### src/rtl/crtc_pkg.sv
package crtc_pkg;
  parameter int unsigned HC_W   = 9;
  parameter int unsigned VC_W   = 11;
  parameter int unsigned ADDR_W = 4;

  typedef struct packed {
    logic [HC_W-1:0] htot;
    logic [HC_W-1:0] hde;
    logic [HC_W-1:0] hbs;
    logic [HC_W-1:0] hbe;
    logic [HC_W-1:0] hss;
    logic [HC_W-1:0] hse;
    logic [VC_W-1:0] vtot;
    logic [VC_W-1:0] vde;
    logic [VC_W-1:0] vbs;
    logic [VC_W-1:0] vbe;
    logic [VC_W-1:0] vss;
    logic [VC_W-1:0] vse;
    logic            hneg;
    logic            vneg;
    logic            hdis;
    logic            vdis;
    logic            scr_off;
  } crtc_cfg_t;

  localparam crtc_cfg_t CFG_RST = '{
    htot: HC_W'(5), hde: HC_W'(5), hbs: HC_W'(5), hbe: HC_W'(9),
    hss: HC_W'(7), hse: HC_W'(8),
    vtot: VC_W'(6), vde: VC_W'(5), vbs: VC_W'(5), vbe: VC_W'(7),
    vss: VC_W'(6), vse: VC_W'(7),
    hneg: 1'b0, vneg: 1'b0, hdis: 1'b0, vdis: 1'b0, scr_off: 1'b0
  };
endpackage

### src/rtl/crtc_shadow_regs.sv
module crtc_shadow_regs
  import crtc_pkg::*;
#(
  parameter int unsigned DATA_W = 12
) (
  input  logic              clk_i,
  input  logic              rst_ni,
  input  logic              wr_en_i,
  input  logic [ADDR_W-1:0] wr_addr_i,
  input  logic [DATA_W-1:0] wr_data_i,
  input  logic              load_i,
  output crtc_cfg_t         act_o,
  output crtc_cfg_t         nxt_o
);
  crtc_cfg_t pend_q, pend_d, act_q;

  always_comb begin
    pend_d = pend_q;
    if (wr_en_i) begin
      case (wr_addr_i)
        ADDR_W'(0):  pend_d.htot = wr_data_i[HC_W-1:0];
        ADDR_W'(1):  pend_d.hde  = wr_data_i[HC_W-1:0];
        ADDR_W'(2):  pend_d.hbs  = wr_data_i[HC_W-1:0];
        ADDR_W'(3):  pend_d.hbe  = wr_data_i[HC_W-1:0];
        ADDR_W'(4):  pend_d.hss  = wr_data_i[HC_W-1:0];
        ADDR_W'(5):  pend_d.hse  = wr_data_i[HC_W-1:0];
        ADDR_W'(6):  pend_d.vtot = wr_data_i[VC_W-1:0];
        ADDR_W'(7):  pend_d.vde  = wr_data_i[VC_W-1:0];
        ADDR_W'(8):  pend_d.vbs  = wr_data_i[VC_W-1:0];
        ADDR_W'(9):  pend_d.vbe  = wr_data_i[VC_W-1:0];
        ADDR_W'(10): pend_d.vss  = wr_data_i[VC_W-1:0];
        ADDR_W'(11): pend_d.vse  = wr_data_i[VC_W-1:0];
        ADDR_W'(12): begin
          pend_d.hneg = wr_data_i[6];
          pend_d.vneg = wr_data_i[7];
        end
        ADDR_W'(13): begin
          pend_d.hdis    = wr_data_i[7];
          pend_d.vdis    = wr_data_i[6];
          pend_d.scr_off = wr_data_i[5];
        end
        default: ;
      endcase
    end
  end

  always_ff @(posedge clk_i or negedge rst_ni) begin
    if (!rst_ni) begin
      pend_q <= CFG_RST;
      act_q  <= CFG_RST;
    end else begin
      pend_q <= pend_d;
      if (load_i) act_q <= pend_q;
    end
  end

  assign act_o = act_q;
  // settings seen by the flag logic on the pixel that enters the next frame
  assign nxt_o = load_i ? pend_q : act_q;
endmodule

### src/rtl/crtc_hgen.sv
module crtc_hgen
  import crtc_pkg::*;
#(
  parameter int unsigned DOT_W = 3,
  parameter int unsigned BE_W  = 6,
  parameter int unsigned SE_W  = 5
) (
  input  logic            clk_i,
  input  logic            rst_ni,
  input  logic            pix_en_i,
  input  crtc_cfg_t       cur_i,
  input  crtc_cfg_t       nxt_i,
  output logic [HC_W-1:0] char_o,
  output logic            line_end_o,
  output logic            blank_o,
  output logic            sync_o
);
  localparam logic [DOT_W-1:0] DOT_LAST = '1;
  localparam logic [HC_W:0]    TOT_OFS  = (HC_W+1)'(4);
  localparam logic [HC_W:0]    ONE_X    = (HC_W+1)'(1);

  logic [DOT_W-1:0] dot_q;
  logic [HC_W-1:0]  char_q, char_n;
  logic             blank_q, sync_q;
  logic             char_step, at_last;
  logic             blank_set, blank_clr, sync_set, sync_clr;

  assign char_step = pix_en_i && (dot_q == DOT_LAST);
  assign at_last   = ({1'b0, char_q} == ({1'b0, cur_i.htot} + TOT_OFS));
  assign char_n    = at_last ? '0 : char_q + HC_W'(1);

  assign blank_set = ({1'b0, char_n} == ({1'b0, nxt_i.hbs} + ONE_X));
  assign blank_clr = (char_n[BE_W-1:0] == nxt_i.hbe[BE_W-1:0]);
  assign sync_set  = (char_n == nxt_i.hss);
  assign sync_clr  = (char_n[SE_W-1:0] == nxt_i.hse[SE_W-1:0]);

  always_ff @(posedge clk_i or negedge rst_ni) begin
    if (!rst_ni) begin
      dot_q   <= '0;
      char_q  <= '0;
      blank_q <= 1'b0;
      sync_q  <= 1'b0;
    end else begin
      if (pix_en_i) dot_q <= dot_q + DOT_W'(1);
      if (char_step) begin
        char_q <= char_n;
        // start wins over a matching end, giving the full wrap width
        if (blank_set)      blank_q <= 1'b1;
        else if (blank_clr) blank_q <= 1'b0;
        if (sync_set)       sync_q  <= 1'b1;
        else if (sync_clr)  sync_q  <= 1'b0;
      end
    end
  end

  assign char_o     = char_q;
  assign line_end_o = char_step && at_last;
  assign blank_o    = blank_q;
  assign sync_o     = sync_q;
endmodule

### src/rtl/crtc_vgen.sv
module crtc_vgen
  import crtc_pkg::*;
#(
  parameter int unsigned BE_W = 8,
  parameter int unsigned SE_W = 4
) (
  input  logic            clk_i,
  input  logic            rst_ni,
  input  logic            line_adv_i,
  input  crtc_cfg_t       cur_i,
  input  crtc_cfg_t       nxt_i,
  output logic [VC_W-1:0] line_o,
  output logic            frame_end_o,
  output logic            blank_o,
  output logic            sync_o
);
  localparam logic [VC_W:0] ONE_X = (VC_W+1)'(1);

  logic [VC_W-1:0] line_q, line_n;
  logic            blank_q, sync_q;
  logic            at_last, blank_set, blank_clr, sync_set, sync_clr;

  assign at_last   = ({1'b0, line_q} == ({1'b0, cur_i.vtot} + ONE_X));
  assign line_n    = at_last ? '0 : line_q + VC_W'(1);

  assign blank_set = ({1'b0, line_n} == ({1'b0, nxt_i.vbs} + ONE_X));
  assign blank_clr = (line_n[BE_W-1:0] == nxt_i.vbe[BE_W-1:0]);
  assign sync_set  = (line_n == nxt_i.vss);
  assign sync_clr  = (line_n[SE_W-1:0] == nxt_i.vse[SE_W-1:0]);

  always_ff @(posedge clk_i or negedge rst_ni) begin
    if (!rst_ni) begin
      line_q  <= '0;
      blank_q <= 1'b0;
      sync_q  <= 1'b0;
    end else if (line_adv_i) begin
      line_q <= line_n;
      if (blank_set)      blank_q <= 1'b1;
      else if (blank_clr) blank_q <= 1'b0;
      if (sync_set)       sync_q  <= 1'b1;
      else if (sync_clr)  sync_q  <= 1'b0;
    end
  end

  assign line_o      = line_q;
  assign frame_end_o = line_adv_i && at_last;
  assign blank_o     = blank_q;
  assign sync_o      = sync_q;
endmodule

### src/rtl/crtc_timing_gen.sv
module crtc_timing_gen
  import crtc_pkg::*;
#(
  parameter int unsigned DATA_W    = 12,
  parameter int unsigned DOT_W     = 3,
  parameter int unsigned HBE_CMP_W = 6,
  parameter int unsigned HSE_CMP_W = 5,
  parameter int unsigned VBE_CMP_W = 8,
  parameter int unsigned VSE_CMP_W = 4
) (
  input  logic              clk_i,
  input  logic              rst_ni,
  input  logic              pix_en_i,
  input  logic              wr_en_i,
  input  logic [ADDR_W-1:0] wr_addr_i,
  input  logic [DATA_W-1:0] wr_data_i,
  output logic              hsync_o,
  output logic              vsync_o,
  output logic              de_o,
  output logic              blank_o,
  output logic [VC_W-1:0]   line_o,
  output logic              vretrace_o
);
  crtc_cfg_t       cfg_act, cfg_nxt;
  logic            line_end, frame_end;
  logic            hblank, hsync_raw, vblank, vsync_raw;
  logic [HC_W-1:0] char_cnt;
  logic [VC_W-1:0] line_cnt;

  crtc_shadow_regs #(.DATA_W(DATA_W)) u_regs (
    .clk_i     (clk_i),
    .rst_ni    (rst_ni),
    .wr_en_i   (wr_en_i),
    .wr_addr_i (wr_addr_i),
    .wr_data_i (wr_data_i),
    .load_i    (frame_end),
    .act_o     (cfg_act),
    .nxt_o     (cfg_nxt)
  );

  crtc_hgen #(.DOT_W(DOT_W), .BE_W(HBE_CMP_W), .SE_W(HSE_CMP_W)) u_hgen (
    .clk_i      (clk_i),
    .rst_ni     (rst_ni),
    .pix_en_i   (pix_en_i),
    .cur_i      (cfg_act),
    .nxt_i      (cfg_nxt),
    .char_o     (char_cnt),
    .line_end_o (line_end),
    .blank_o    (hblank),
    .sync_o     (hsync_raw)
  );

  crtc_vgen #(.BE_W(VBE_CMP_W), .SE_W(VSE_CMP_W)) u_vgen (
    .clk_i       (clk_i),
    .rst_ni      (rst_ni),
    .line_adv_i  (line_end),
    .cur_i       (cfg_act),
    .nxt_i       (cfg_nxt),
    .line_o      (line_cnt),
    .frame_end_o (frame_end),
    .blank_o     (vblank),
    .sync_o      (vsync_raw)
  );

  assign hsync_o    = (hsync_raw && !cfg_act.hdis) ^ cfg_act.hneg;
  assign vsync_o    = (vsync_raw && !cfg_act.vdis) ^ cfg_act.vneg;
  assign de_o       = (char_cnt <= cfg_act.hde) && (line_cnt <= cfg_act.vde) && !cfg_act.scr_off;
  assign blank_o    = hblank || vblank || cfg_act.scr_off;
  assign line_o     = line_cnt;
  assign vretrace_o = vsync_raw;
endmodule

### config.mk
export PLATFORM = sky130hd
export DESIGN_NAME = crtc_timing_gen
export DESIGN_NICKNAME = d
export VERILOG_FILES = /design/src/rtl/crtc_pkg.sv /design/src/rtl/crtc_shadow_regs.sv /design/src/rtl/crtc_hgen.sv /design/src/rtl/crtc_vgen.sv /design/src/rtl/crtc_timing_gen.sv
export SDC_FILE = /design/constraint.sdc
export NUM_CORES = 1
export LEC_CHECK = 0
export CAP_MARGIN = 10
export CELL_PAD_IN_SITES_DETAIL_PLACEMENT = 0
export CELL_PAD_IN_SITES_GLOBAL_PLACEMENT = 1
export CORE_ASPECT_RATIO = 1.5
export CORE_MARGIN = 2
export CORE_UTILIZATION = 49
export CTS_CLUSTER_SIZE = 30
export DETAILED_ROUTE_END_ITERATION = 8
export PLACE_DENSITY = 0.82
export RECOVER_POWER = 100
export SLEW_MARGIN = 40
export SYNTH_ARGS = -nofsm -noshare
export SYNTH_HDL_FRONTEND = slang
export SYNTH_SLANG_ARGS = --single-unit
### constraint.sdc
create_clock -name clk_i -period 5.2 [get_ports clk_i]
set_input_delay 1.04 -clock clk_i [delete_from_list [all_inputs] [get_ports clk_i]]
set_output_delay 1.04 -clock clk_i [all_outputs]
set_load 0.02 [all_outputs]
==> results by group, run 1 <==
Status
  – Status: finished, violations left
  – Failing checks: max-capacitance violations, max-slew violations

Synthesis
  – Yosys reg bits: 243
  – Yosys warnings: 0
  – Synth Cell Area: 0.0124 mm2
  – Most used DFF post-synth: dfrtp_1
  – Syn_nets: 1258
  – Post-synth ARST share: 100%
  – Post-synthesis sequential area ratio: 49.7%
  – Cell count after synthesis: 1210
  – Number of flops mapped to enable cells by yosys: 0
  – Yosys cell types: 69
  – Syn_area_per_cell: 10.2 um2

Critical path
  – Req. time, crit path: 4.16 ns
  – Crit start category: flop
  – Critical path arrival: 3.95 ns
  – Crit path kind: flop to output port
  – Worst R2R Path Depth: 13
  – CP endpoint kind: output port
  – Critical Path Fanout Max: 2

Timing
  – Final number of setup-violating endpoints: 0
  – Clock Skew: 0.0206 ns
  – Worst relative slew slack: -151%
  – Worst setup margin: 0.209 ns
  – Final hold viol count: 0
  – Fin. max-slew vios: 123
  – Fin crit share: 96.0%
  – Setup TNS Final: 0 ns
  – Min Tclk post-route: 4.99 ns
  – Max Clk Rate: 200 MHz
  – Worst slew pin tran: 3.76 ns
  – RSZ-0062 raised after global routing: false

Routing
  – Post-DR wirelength/cell: 19.1 um
  – Antenna viol nets, final: 0
  – DRC viols: 0
  – Via Count: 8654
  – Vias per Instance: 5.45
  – Drt total wl: 30300 um
  – Starting DRT DRC Count: 464
  – Pre-antenna DRT Iters: 5

Floorplan
  – Initial Util: 49.5%
  – Die footprint: 0.0265 mm2
  – Die width: 134 um
  – Core area: 0.0250 mm2
  – I/O pin cnt: 36
  – # rows: 71
  – Die Y: 198 um

Finish
  – Area grow syn2layout: 11.8%
  – Design Area, Final: 0.0138 mm2
  – Layout cells sized above 1: 18.4%
  – Antenna diodes: 0
  – Layout fillers: 2276
  – NumNets Final: 1290
  – Utilization after layout: 55.3%
  – Non-filler cells, final: 1588

Clock network
  – TritonCTS clock tree: yes
  – CTS H-tree lvls: 1
  – Resize count post-CTS: 1
  – Worst-path clk slew: 0.07 ns
  – TritonCTS Buffers: 24
  – Bufs on Longest Clock Path: 3
  – Cts hold-fix bufs: 0
  – Clk root buf: clkbuf_16
  – Postcts setup bufs: 0
  – Worst-Skew Late Latency: 0.53 ns
  – Clk sink count: 243

Place
  – Dpl cells: 1544
  – Hpwl dp: 20900 um
  – Place WS: 0.436 ns
  – Placement Cell Area: 0.0131 mm2
  – Port bufs: 34
  – Gpl congestion: 0.843

Power
  – P per Cell Area: 453 mW/mm2
  – Pleak: 6.60 nW
  – Maximum vdd drop: 0.280 mV

Global route
  – Vias in the first global route: 8850
  – First-pass GRT wire length: 48800 um
  – Overflow after GRT: 0
  – Initial antenna violation count: 0
  – GR peak layer: met2
  – Met3 Resource Use GR: 2.01%
  – Grt met1 use: 27.4%
  – Global-route track usage on met2: 45.9%
  – GRT Total Usage: 23.6%
  – Largest net degree at the start of global routing: 112

Flow run
  – Max-cap violation count: 2

Worst hold path
  – Worst min-delay path category: flop to flop
  – Number of cells on the worst hold path: 2
-- registers in the layout, indices dropped and copies added, names as in the netlist --
register        flops
u_regs.act_o      108
u_regs.pend_q     108
u_vgen.line_o      11
u_hgen.char_o       9
u_hgen.dot_q        3
u_hgen.blank_o      1
u_hgen.sync_o       1
u_vgen.blank_o      1
u_vgen.sync_o       1
-- per-stage QoR --
stage / hold WS [ns] / power, mW
after global routing: 0.481 / 6.61
final: 0.457 / 6.26
after global placement: 0.441 / 4.50
after floorplan: 0.430 / 4.00
after detailed placement: 0.448 / 4.56
after CTS: 0.457 / 6.37
-- layer usage --
| metal | share of wire (%) | wire [um] |
|---|---|---|
| met5 | 0 | 0 |
| met4 | 3.1 | 947 |
| met3 | 2.3 | 711 |
| met2 | 55 | 16600 |
| met1 | 40 | 12100 |
-- power by group --
group	leakage [nW]	switching, mW	internal (mW)	total, mW
sequential	2.97	0.274	2.36	2.64
combinational	3.23	1.04	0.785	1.83
clock	0.399	0.746	1.04	1.79
-- Yosys cell counts, drive strengths merged, types with 28 or more instances --
library cell | instances | area (um2)
nand2 | 306 | 1160
nand3 | 40 | 213
ha | 28 | 350
dfstp | 52 | 1370
clkbuf | 29 | 109
xor2 | 46 | 403
nor2 | 44 | 168
dfrtp | 191 | 4780
o21ai | 48 | 240
inv | 38 | 143
xnor2 | 51 | 447
mux2 | 119 | 1350
-- cell usage in the layout (no fill, tap or decap), types with 22 or more instances in the layout --
cell type / instances
mux2_2: 112
xor2_1: 46
mux2i_1: 22
dfrtp_1: 191
xnor2_1: 51
clkbuf_16: 24
nand2_1: 305
dfstp_2: 50
nor2_1: 44
nand3_1: 39
o21ai_0: 45
ha_1: 28
inv_1: 38
-- final cells by class --
type                       count  area [um2]  share of cell area (%)
timing repair buffer          57         508                    3.68
inverter                      38         143                    1.03
clock buffer                  37         709                    5.14
clock inverter                 7         100                   0.725
tap                          328         410                    2.97
multi-input combinational    878        5790                    41.9
sequential                   243        6150                    44.5
-- worst paths after layout --
| check | endpoint | start | slack [ns] |
|---|---|---|---|
| max | de_o | u_vgen.line_o[1] | 0.21 |
| max in group asynchronous | u_regs.act_o[94] | rst_ni | 0.88 |
| min | u_regs.act_o[116] | u_regs.pend_q[116] | 0.46 |
| max reg2reg | u_hgen.blank_o | u_regs.act_o[62] | 0.45 |
| min in group asynchronous | u_regs.pend_q[111] | rst_ni | 1.91 |
| min reg2reg | u_regs.act_o[116] | u_regs.pend_q[116] | 0.46 |
-- critical path, cell delays in order (launching register included) --
cell	delay, ns
dfrtp_1	0.39
ha_1	0.31
nor2b_1	0.13
o21a_1	0.16
o21a_1	0.16
o21a_1	0.17
o21a_1	0.17
o21a_1	0.16
o21a_1	0.16
o21a_1	0.16
o21ai_0	0.16
a21oi_1	0.09
a2111oi_1	0.49
clkdlybuf4s50_1	0.70
-- cell families (layout without fill, tap and decap cells) --
group / after synthesis / after routing / synth area share [%]
xor+xnor: 98 / 98 / 7.06
flops: 243 / 243 / 49.7
buf+inv: 89 / 139 / 3.00
simple gates: 491 / 491 / 18.2
mux: 141 / 141 / 12.7
compound gates: 120 / 120 / 6.45
fa+ha+maj: 28 / 28 / 2.84
(Power assumes the default switching activity.)
==> inputs of run 2 (changes only) <==
--- a/config.mk
+++ b/config.mk
@@ -9,10 +9,11 @@
 export CELL_PAD_IN_SITES_DETAIL_PLACEMENT = 0
 export CELL_PAD_IN_SITES_GLOBAL_PLACEMENT = 1
 export CORE_ASPECT_RATIO = 1.5
-export CORE_MARGIN = 2
+export CORE_MARGIN = 5
 export CORE_UTILIZATION = 49
 export CTS_CLUSTER_SIZE = 30
 export DETAILED_ROUTE_END_ITERATION = 8
+export GPL_TIMING_DRIVEN = 0
 export PLACE_DENSITY = 0.82
 export RECOVER_POWER = 100
 export SLEW_MARGIN = 40
==> run 2 against run 1 <==
The run still ends with max-capacitance violations, max-slew violations left; worst setup slack improved by 0.040 ns; via count rose by 5.2%; critical endpoint is now u_hgen.blank_o; clock power rose by 5%; register-to-register slack got worse by 0.20 ns; critical path depth rose by 3; largest cell class unchanged; clock skew fell by 0.0092 ns; global-route usage fell by 0.26 points.
==> results by group, run 2 (same netlist as run 1, synthesis figures left out) <==
Status
  – Status: finished, violations left
  – Failing checks: max-capacitance violations, max-slew violations

Place
  – Port bufs: 34
  – Placement Cell Area: 0.0132 mm2
  – Gpl congestion: 0.882
  – Place WS: -0.990 ns
  – Dpl cells: 1576
  – Hpwl dp: 24000 um

Critical path
  – Crit path kind: flop to flop
  – Req. time, crit path: 5.62 ns
  – Critical path arrival: 5.37 ns
  – Reg2reg setup slack: 0.25 ns
  – Critical Path Fanout Max: 28
  – Crit start category: flop
  – CP endpoint kind: flop

Finish
  – Most frequent cells in the layout: nand2_1 (303), dfrtp_1 (191), mux2_2 (116), dfstp_2 (52), xnor2_1 (51)
  – Utilization after layout: 56.4%
  – Design Area, Final: 0.0141 mm2
  – Area grow syn2layout: 14.0%
  – Layout cells sized above 1: 20.0%
  – Most common cell after layout, fill and taps aside: nand2_1
  – Non-filler cells, final: 1621
  – Antenna diodes: 0
  – NumNets Final: 1323

Clock network
  – Bufs on Longest Clock Path: 3
  – Cts hold-fix bufs: 0
  – TritonCTS Buffers: 24
  – TritonCTS clock tree: yes
  – Worst-path clk slew: 0.07 ns
  – Worst-Skew Late Latency: 0.53 ns
  – CTS H-tree lvls: 1
  – Clk sink count: 243
  – Clk root buf: clkbuf_16

Routing
  – Drt total wl: 32900 um
  – Pre-antenna DRT Iters: 5
  – Antenna viol nets, final: 0
  – Vias per Instance: 5.61
  – DRC viols: 0
  – Starting DRT DRC Count: 506
  – Via Count: 9101
  – Post-DR wirelength/cell: 20.3 um

Floorplan
  – Core area: 0.0250 mm2
  – Die width: 140 um
  – Die Y: 204 um
  – Die footprint: 0.0286 mm2
  – # rows: 71
  – I/O pin cnt: 36
  – Initial Util: 49.5%

Power
  – Total Power: 6.44 mW
  – P per Cell Area: 457 mW/mm2
  – Pint: 4.29 mW
  – Sw Pwr: 2.15 mW
  – Flop pwr share: 41.1%
  – Pleak: 6.70 nW
  – Maximum vdd drop: 0.360 mV
  – Comb pwr share: 29.7%
  – Clock power frac: 29.2%
  – Sw Share: 33.4%

Timing
  – Setup TNS Final: 0 ns
  – Worst slew pin tran: 3.35 ns
  – Worst relative slew slack: -123%
  – Clock Skew: 0.0114 ns
  – Final hold viol count: 0
  – RSZ-0062 raised after global routing: false
  – Worst setup margin: 0.249 ns
  – Fin crit share: 95.2%
  – Hold slack: 0.421 ns
  – Fin. max-slew vios: 73
  – Min Tclk post-route: 4.95 ns
  – Max Clk Rate: 202 MHz
  – Final number of setup-violating endpoints: 0

Global route
  – Initial antenna violation count: 0
  – GRT Total Usage: 23.4%
  – Overflow after GRT: 0
  – First-pass GRT wire length: 52200 um
  – Vias in the first global route: 9114
  – Largest net degree at the start of global routing: 75

Flow run
  – Max-cap violation count: 1

Worst hold path
  – Worst min-delay path category: input pin to async pin
==> run 2: changes by cell type in the layout (fill, tap and decap cells not counted), sizes merged <==
cell           before  now
clkdlybuf4s50      14   13
dlygate4sd3        18   19
dlymetal6s2s        0    1
clkbuf             43   63
buf                18   26
bufinv              2    4
clkinv              4    6
==> run 2: repair_timing <==
item,CTS,global route
buffers inserted,3,3
pin swaps,2,2
hold endpoints to repair,0,0
resized for setup,5,5
setup endpoints to repair,3,3
==> run 2: final timing paths <==
check                               endpoint  depth (start not counted)                from
max                           u_hgen.blank_o                         16   u_regs.act_o[118]
min                        u_regs.act_o[120]                          1              rst_ni
max reg2reg                   u_hgen.blank_o                         16   u_regs.act_o[118]
min reg2reg                u_regs.act_o[118]                          2  u_regs.pend_q[118]
max in group asynchronous   u_regs.act_o[38]                          5              rst_ni
min in group clk_i         u_regs.act_o[118]                          2  u_regs.pend_q[118]
==> run 2: routing by layer <==
layer | vias up | routed length [um] | global-route usage (%)
met4 | 0 | 1520 | 10.6
met3 | 80 | 994 | 2.11
met2 | 201 | 17200 | 42.5
met1 | 4574 | 13200 | 28.1
li1 | 4246 | - | -
met5 | - | 0 | 0
==> run 2: power groups by stage <==
stage                     clock (mW)  sequential (mW)  combinational (mW)
after global routing            1.98             2.69                2.09
after detailed placement           0             2.67                1.93
after global placement             0             2.66                1.86
after CTS                       1.91             2.65                1.93
after floorplan                    0             2.58                1.42
final                           1.88             2.65                1.91
==> run 2: layout make-up <==
| cell class | instances | area, um2 |
|---|---|---|
| Tap cell | 328 | 410 |
| Buffer | 46 | 215 |
| Clock buffer | 33 | 686 |
| Sequential cell | 243 | 6150 |
| Timing Repair Buffer | 44 | 460 |
| Fill cell | 2227 | 10900 |
| Multi-Input combinational cell | 878 | 5870 |
| Inverter | 38 | 143 |
| Clock inverter | 11 | 159 |
==> run 2: worst max-delay path, stage by stage, from the launching register on <==
cell      delay (ns)
dfstp_2         0.57
ha_1            0.25
xor2_1          0.16
nor4_1          0.27
nand4_1         0.26
or4_1           0.54
clkbuf_1        0.26
nor3_4          0.35
buf_4           0.42
nand2_1         0.10
nand2_1         0.13
ha_1            0.29
mux2_2          0.28
o22ai_1         0.12
mux2i_1         0.12
or4_1           0.49
o41ai_2         0.22
